File: src/rtl/tcmp_pkg.sv
package tcmp_pkg;

   // control word field positions (software decodes these)
   localparam int CTL_DRE_BIT  = 0;
   localparam int CTL_MODE_LSB = 2;
   localparam int CTL_MODE_W   = 4;
   localparam int CTL_IE_BIT   = 6;
   localparam int CTL_FLAG_BIT = 7;
   localparam int CTL_W        = 8;

   // word offsets inside one channel slot, relative to the status word
   localparam int CTL_OFS = 4;
   localparam int CMP_OFS = 8;

   localparam logic [CTL_MODE_W-1:0] MODE_OFF    = 4'h0;
   localparam logic [CTL_MODE_W-1:0] MODE_TOGGLE = 4'h5;
   localparam logic [CTL_MODE_W-1:0] MODE_PULSE  = 4'hF;

endpackage

File: src/rtl/tcmp_regdec.sv
module tcmp_regdec
   import tcmp_pkg::*;
#(
   parameter int N_CH        = 4,
   parameter int CNT_W       = 31,
   parameter int AW          = 12,
   parameter int DW          = 32,
   parameter int STATUS_ADDR = 'h604,
   parameter int CH_STRIDE   = 8
) (
   input  logic                  wr_en_i,
   input  logic [AW-1:0]         wr_addr_i,
   input  logic [AW-1:0]         rd_addr_i,
   input  logic [N_CH*CTL_W-1:0] ctl_rd_i,
   input  logic [N_CH*CNT_W-1:0] cmp_rd_i,
   input  logic [N_CH-1:0]       flags_i,
   output logic [N_CH-1:0]       ctl_we_o,
   output logic [N_CH-1:0]       cmp_we_o,
   output logic [DW-1:0]         rd_data_o
);

   localparam int CTL_BASE = STATUS_ADDR + CTL_OFS;
   localparam int CMP_BASE = STATUS_ADDR + CMP_OFS;

   for (genvar g = 0; g < N_CH; g++) begin : g_dec
      localparam int CTL_A = CTL_BASE + g * CH_STRIDE;
      localparam int CMP_A = CMP_BASE + g * CH_STRIDE;
      assign ctl_we_o[g] = wr_en_i && (wr_addr_i == AW'(CTL_A));
      assign cmp_we_o[g] = wr_en_i && (wr_addr_i == AW'(CMP_A));
   end

   always_comb begin
      rd_data_o = '0;
      if (rd_addr_i == AW'(STATUS_ADDR)) begin
         rd_data_o[N_CH-1:0] = flags_i;
      end
      for (int ch = 0; ch < N_CH; ch++) begin
         if (rd_addr_i == AW'(CTL_BASE + ch * CH_STRIDE)) begin
            rd_data_o[CTL_W-1:0] = ctl_rd_i[ch*CTL_W +: CTL_W];
         end
         if (rd_addr_i == AW'(CMP_BASE + ch * CH_STRIDE)) begin
            rd_data_o[CNT_W-1:0] = cmp_rd_i[ch*CNT_W +: CNT_W];
         end
      end
   end

endmodule

File: src/rtl/tcmp_channel.sv
module tcmp_channel
   import tcmp_pkg::*;
#(
   parameter int CNT_W = 31
) (
   input  logic             clk,
   input  logic             rst_n,
   input  logic [CNT_W-1:0] cnt_i,
   input  logic             ctl_we_i,
   input  logic             cmp_we_i,
   input  logic [CNT_W-1:0] wdata_i,
   output logic [CTL_W-1:0] ctl_rd_o,
   output logic [CNT_W-1:0] cmp_rd_o,
   output logic             flag_o,
   output logic             pin_o,
   output logic             irq_o,
   output logic             dma_o
);

   logic [CTL_MODE_W-1:0] mode_q;
   logic                  ie_q, dre_q, flag_q, pin_q;
   logic [CNT_W-1:0]      cur_q, nxt_q;
   logic                  cur_v_q, nxt_v_q;

   logic [CTL_MODE_W-1:0] wmode;
   logic                  wr_off, wr_clr, hit;

   assign wmode  = wdata_i[CTL_MODE_LSB +: CTL_MODE_W];
   assign wr_off = ctl_we_i && (wmode == MODE_OFF);
   assign wr_clr = ctl_we_i && wdata_i[CTL_FLAG_BIT];
   assign hit    = (mode_q != MODE_OFF) && cur_v_q && (cnt_i == cur_q);

   // control fields
   always_ff @(posedge clk or negedge rst_n) begin
      if (!rst_n) begin
         mode_q <= MODE_OFF;
         ie_q   <= 1'b0;
         dre_q  <= 1'b0;
      end else if (ctl_we_i) begin
         mode_q <= wmode;
         ie_q   <= wdata_i[CTL_IE_BIT];
         dre_q  <= wdata_i[CTL_DRE_BIT];
      end
   end

   // event flag: a match wins over a clear on the same edge
   always_ff @(posedge clk or negedge rst_n) begin
      if (!rst_n)      flag_q <= 1'b0;
      else if (hit)    flag_q <= 1'b1;
      else if (wr_clr) flag_q <= 1'b0;
   end

   // armed value and held value
   always_ff @(posedge clk or negedge rst_n) begin
      if (!rst_n) begin
         cur_q   <= '0;
         nxt_q   <= '0;
         cur_v_q <= 1'b0;
         nxt_v_q <= 1'b0;
      end else if (wr_off) begin
         cur_q   <= '0;
         nxt_q   <= '0;
         cur_v_q <= 1'b0;
         nxt_v_q <= 1'b0;
      end else if (hit) begin
         if (cmp_we_i && nxt_v_q) begin
            cur_q   <= nxt_q;
            nxt_q   <= wdata_i;
         end else if (cmp_we_i) begin
            cur_q   <= wdata_i;
         end else if (nxt_v_q) begin
            cur_q   <= nxt_q;
            nxt_v_q <= 1'b0;
         end else begin
            cur_v_q <= 1'b0;
         end
      end else if (cmp_we_i) begin
         if (mode_q == MODE_OFF || !cur_v_q) begin
            cur_q   <= wdata_i;
            cur_v_q <= 1'b1;
         end else begin
            nxt_q   <= wdata_i;
            nxt_v_q <= 1'b1;
         end
      end
   end

   // output pin
   always_ff @(posedge clk or negedge rst_n) begin
      if (!rst_n) begin
         pin_q <= 1'b0;
      end else if (wr_off) begin
         pin_q <= 1'b0;
      end else if (hit) begin
         if (mode_q == MODE_TOGGLE)     pin_q <= ~pin_q;
         else if (mode_q == MODE_PULSE) pin_q <= 1'b1;
      end else if (mode_q == MODE_PULSE) begin
         pin_q <= 1'b0;
      end
   end

   assign ctl_rd_o = {flag_q, ie_q, mode_q, 1'b0, dre_q};
   assign cmp_rd_o = cur_q;
   assign flag_o   = flag_q;
   assign pin_o    = pin_q;
   assign irq_o    = flag_q && ie_q;
   assign dma_o    = flag_q && dre_q;


   hit_sets_flag_chk: assert property (@(posedge clk) disable iff (!rst_n)
      hit |=> flag_q);


   pulse_width_chk: assert property (@(posedge clk) disable iff (!rst_n)
      (pin_q && mode_q == MODE_PULSE && $past(mode_q) == MODE_PULSE) |-> $past(hit));


   flag_clear_src_chk: assert property (@(posedge clk) disable iff (!rst_n)
      $fell(flag_q) |-> $past(wr_clr));


   disable_clears_chk: assert property (@(posedge clk) disable iff (!rst_n)
      wr_off |=> (!pin_q && !cur_v_q && !nxt_v_q));


   off_no_event_chk: assert property (@(posedge clk) disable iff (!rst_n)
      (mode_q == MODE_OFF) |=> !$rose(flag_q));

endmodule

File: src/rtl/tcmp_array.sv
module tcmp_array
   import tcmp_pkg::*;
#(
   parameter int N_CH        = 4,
   parameter int CNT_W       = 31,
   parameter int AW          = 12,
   parameter int DW          = 32,
   parameter int STATUS_ADDR = 'h604,
   parameter int CH_STRIDE   = 8
) (
   input  logic             clk,
   input  logic             rst_n,
   input  logic [CNT_W-1:0] cnt_i,
   input  logic             wr_en_i,
   input  logic [AW-1:0]    wr_addr_i,
   input  logic [DW-1:0]    wr_data_i,
   input  logic [AW-1:0]    rd_addr_i,
   output logic [DW-1:0]    rd_data_o,
   output logic [N_CH-1:0]  pin_o,
   output logic [N_CH-1:0]  dma_req_o,
   output logic             irq_o
);

   localparam int LAST_ADDR = STATUS_ADDR + CMP_OFS + (N_CH - 1) * CH_STRIDE;

   if (CNT_W < CTL_W || CNT_W > DW) begin : g_bad_cnt_w
      $error("tcmp_array: CNT_W must lie between the control width and DW");
   end
   if (N_CH < 1 || N_CH > DW) begin : g_bad_n_ch
      $error("tcmp_array: N_CH must lie between 1 and DW");
   end
   if (CH_STRIDE < CMP_OFS) begin : g_bad_stride
      $error("tcmp_array: CH_STRIDE too small for two words per channel");
   end
   if (LAST_ADDR >= (1 << AW)) begin : g_bad_map
      $error("tcmp_array: register map does not fit in AW bits");
   end

   if (DW > CNT_W) begin : g_hi_bits
      logic unused_hi;
      assign unused_hi = ^wr_data_i[DW-1:CNT_W];
   end

   logic [N_CH-1:0]       ctl_we, cmp_we, flags, irq_each;
   logic [N_CH*CTL_W-1:0] ctl_rd;
   logic [N_CH*CNT_W-1:0] cmp_rd;

   tcmp_regdec #(
      .N_CH(N_CH), .CNT_W(CNT_W), .AW(AW), .DW(DW),
      .STATUS_ADDR(STATUS_ADDR), .CH_STRIDE(CH_STRIDE)
   ) u_dec (
      .wr_en_i  (wr_en_i),
      .wr_addr_i(wr_addr_i),
      .rd_addr_i(rd_addr_i),
      .ctl_rd_i (ctl_rd),
      .cmp_rd_i (cmp_rd),
      .flags_i  (flags),
      .ctl_we_o (ctl_we),
      .cmp_we_o (cmp_we),
      .rd_data_o(rd_data_o)
   );

   for (genvar g = 0; g < N_CH; g++) begin : g_ch
      tcmp_channel #(.CNT_W(CNT_W)) u_ch (
         .clk     (clk),
         .rst_n   (rst_n),
         .cnt_i   (cnt_i),
         .ctl_we_i(ctl_we[g]),
         .cmp_we_i(cmp_we[g]),
         .wdata_i (wr_data_i[CNT_W-1:0]),
         .ctl_rd_o(ctl_rd[g*CTL_W +: CTL_W]),
         .cmp_rd_o(cmp_rd[g*CNT_W +: CNT_W]),
         .flag_o  (flags[g]),
         .pin_o   (pin_o[g]),
         .irq_o   (irq_each[g]),
         .dma_o   (dma_req_o[g])
      );
   end

   assign irq_o = |irq_each;


   irq_needs_flag_chk: assert property (@(posedge clk) disable iff (!rst_n)
      irq_o |-> (|flags));


   dma_needs_flag_chk: assert property (@(posedge clk) disable iff (!rst_n)
      (dma_req_o & ~flags) == '0);

endmodule

File: config.mk
export PLATFORM = sky130hd
export DESIGN_NAME = tcmp_array
export DESIGN_NICKNAME = d
export VERILOG_FILES = /design/src/rtl/tcmp_pkg.sv /design/src/rtl/tcmp_regdec.sv /design/src/rtl/tcmp_channel.sv /design/src/rtl/tcmp_array.sv
export SDC_FILE = /design/constraint.sdc
export NUM_CORES = 1
export LEC_CHECK = 0
export ABC_CLOCK_PERIOD_IN_PS = 2710
export BUFFER_PORTS_ARGS = -buffer_cell sky130_fd_sc_hd__buf_4
export CORE_ASPECT_RATIO = 1.1
export CORE_MARGIN = 2
export CORE_UTILIZATION = 40
export CTS_CLUSTER_DIAMETER = 30
export DETAILED_ROUTE_END_ITERATION = 8
export HOLD_SLACK_MARGIN = 0.03
export PLACE_DENSITY = 0.64
export SYNTH_ARGS = -nofsm -noshare
export SYNTH_HDL_FRONTEND = slang
export SYNTH_HIERARCHICAL = 1
export SYNTH_SLANG_ARGS = --single-unit
File: constraint.sdc
create_clock -name clk -period 2.71 [get_ports clk]
set_clock_uncertainty 0.2 [all_clocks]
set_input_delay 0.4065 -clock clk [delete_from_list [all_inputs] [get_ports clk]]
set_output_delay 0.4065 -clock clk [all_outputs]
set_load 0.01 [all_outputs]
==> metrics.txt <==
Post-Synth XOR/XNOR Area under 10%; crit end category primary output; layout cells sized above 1 33.5%; power per cell area 591 nW/um2; Most used DFF post-synth dfrtp_1; routed wire length 60,700 um; vias in the first global route 14,300; H-tree level count 3; largest family of logic cells by synthesized area multiplexers; Synth area leaders dfrtp_1 43%, mux2i_1 15%, xnor2_1 5.9%; mux cell area share after synthesis between 15 and 20%; failing checks setup timing; unrepaired setup endpoints after global routing true; post-route worst setup slack -0.0868 ns; status finished, violations left; clock root cell clkbuf_16; period utilisation layout 103%; placed inst area 19,800 um2; slack of the worst reg-to-reg path -0.06 ns; Remaining DRCs 0; compound-gate portion of the synthesized area 12.8%; fillers 3,385; worst skew pair latency 0.59 ns; IO Port Bufs 128; reg-to-reg startpoint g_ch[0].u_ch/cmp_rd_o[7]; Worst EP required 2.10 ns; HPWL after DPL 39,600 um; DRT iter0 DRCs 1,319; initial core utilization 40.5%; CTS tree done; maximum VDD drop 562 uV; Post-synth ARST share 100%; setup violators final 45; Synth Register Bits 288; static leakage power ~11 nW; die width 199 um; antenna diode count 0; Yosys top cell area share 43.1%; Final Hold Violating Endpoints 0; Util after Layout 56.9%; antenna-violating nets left 0; maxcap violations 0; Clock Sinks 288; die area 43,400 um2; Cell Area, Synth 16,700 um2; Reg clk slew, reported paths 0.04 ns; Slew headroom roughly three fifths; clk buf depth 3; commonest non-fill, non-tap cells in the layout 284 x dfrtp_1, 271 x buf_4, 242 x mux2i_1, 182 x nand2_1, 131 x inv_1; area delta synth->final 40.5%; first-pass GRT wire length 88,500 um; Hold Path Class primary input to register; fmax 0.358 GHz; CTS Buf Count 74; adder-cell share of the synthesized area 0%; Yosys top cell by area dfrtp_1; vias per cell 5.56; Reg2Reg Depth 9; library cells used by synthesis 57; final instance area 23,500 um2; Post-Synth Simple-Gate Area 10.7%; Slew @ Worst Pin 0.590 ns; Mapped Cells 1,570; largest fanout on the critical path 5; FP Rows 78; setup TNS -1.61 ns; Final nets 2,000; CP Class primary input to primary output; worst hold start wr_data_i[2]; WL/cell about 24 um; post-route minimum period 2.80 ns; largest net degree at the start of global routing between 70 and 80; CP Launch Point rd_addr_i[0]; io pins 131; commonest non-fill, non-tap cell in the layout dfrtp_1; total track usage a little over a quarter; crit path capture rd_data_o[20]; syn_nets approximately 1,700; FF-to-FF End g_ch[0].u_ch/cmp_rd_o[12]; Post-synth EDFFs 0; max-slew violations 0; CP startpoint kind primary input; Congestion Overflow GR 0; GP Congestion 0.908; synth warn 6; Core Region 41,300 um2; CP Data Arrival Time around 2.2 ns; Mapped Avg Cell Area about 11 um2; sequential element share of the synthesized area 43.1%; initial antenna violation count 0; Pre-antenna DRT Iters 5; via count roughly 14,000; Die H 218 um
[per-stage QoR]
step           total power [mW]  instances  setup WS (ns)  hold slack, ns
3_3_place_gp               5.05       2331         -0.367           0.218
5_1_grt                    14.3       2528         -0.146          0.0978
6_report                   13.9       2528        -0.0868           0.116
3_5_place_dp               5.06       2331         -0.465           0.219
2_1_floorplan              4.64       1570         -0.171         -0.0891
4_1_cts                    13.9       2500        -0.0402          0.0712
[cells in the mapped netlist (6+ instances only)]
cell type  number
nand3_1        13
nor3_1         11
nor2_1         55
xor2_1         12
nand2_1       182
nor3b_1         9
buf_4          36
o2bb2ai_2      40
o21ai_0        25
a21oi_1        27
nor4_1          9
and2_1         18
mux2_1         12
nand4_1        34
o21ai_1        21
clkbuf_1       23
dfrtp_1       288
buf_6          18
buf_2          24
o2bb2ai_1      68
mux2_2         42
a221oi_1       24
mux2i_1       246
xnor2_1       112
inv_1         131
nor4_4          6
[cell families (layout without fill, tap and decap cells)]
group	Yosys count	after routing
AND/OR/NAND/NOR	359	359
AO/OA/AOI/OAI	244	244
buffers and inverters	238	636
multiplexers	312	312
flip-flops	288	288
XOR/XNOR	124	124
other	5	5
[registers in the layout (all words and copies together) (netlist names)]
register            flops
g_ch.u_ch/flag_o        4
g_ch.u_ch/cur_v_q       4
g_ch.u_ch/nxt_q       124
g_ch.u_ch/ie_q          4
g_ch.u_ch/cmp_rd_o    124
g_ch.u_ch/pin_o         4
g_ch.u_ch/dre_q         4
g_ch.u_ch/nxt_v_q       4
g_ch.u_ch/mode_q       16
[cell type report]
type	instances	area (um2)	area share (%)
well taps	560	701	2.98
repair buffers	371	3670	15.6
inverters	131	492	2.09
multi-input cells	1044	8910	37.9
clock buffers	104	2120	9.01
clock inverters	30	394	1.68
flip-flops and latches	288	7210	30.7
[how the worst min path moves through the flow]
stage / end / slack, ns / depth (start not counted)
floorplan: g_ch[0].u_ch/cmp_rd_o[0] / -0.09 / 0
detailed placement: g_ch[3].u_ch/nxt_q[16] / 0.22 / 1
CTS: g_ch[2].u_ch/nxt_q[2] / 0.07 / 2
finish: g_ch[1].u_ch/nxt_q[2] / 0.12 / 2
global route: g_ch[1].u_ch/nxt_q[5] / 0.1 / 2
global placement: g_ch[3].u_ch/nxt_q[18] / 0.22 / 1
[routing by layer]
| metal | part of all wire, % | vias to the layer above | wire (um) | GRT usage, % |
|---|---|---|---|---|
| met5 | 0 | - | 0 | 0 |
| met4 | 3.3 | 0 | 2010 | 10.4 |
| met3 | 7.3 | 105 | 4430 | 5.82 |
| met2 | 47 | 609 | 28500 | 43.3 |
| met1 | 42 | 7123 | 25700 | 36.5 |
| li1 | - | 6229 | - | - |
[power breakdown]
group          switching, mW  total (mW)  leakage, nW  internal [mW]
Combinational          0.437       0.741         6.79          0.304
Sequential           0.00271        4.32         3.45           4.32
Clock                   2.73        8.82         1.22           6.09
[critical path, cell delays in order]
cell	delay, ns
buf_8	0.10
nor4bb_4	0.26
buf_4	0.20
nand2_4	0.06
nor4_4	0.25
buf_4	0.19
buf_12	0.16
buf_6	0.12
a221oi_2	0.05
o21ai_1	0.22
buf_4	0.17
[timing repair]
item,4_1_cts,5_1_grt
resized for setup,15,80
pin swaps,9,53
hold buffers,28,0
setup buffers,6,22
setup endpoints to repair,28,185
gates cloned,1,7
hold endpoints to repair,260,0
(Power assumes the default switching activity.)
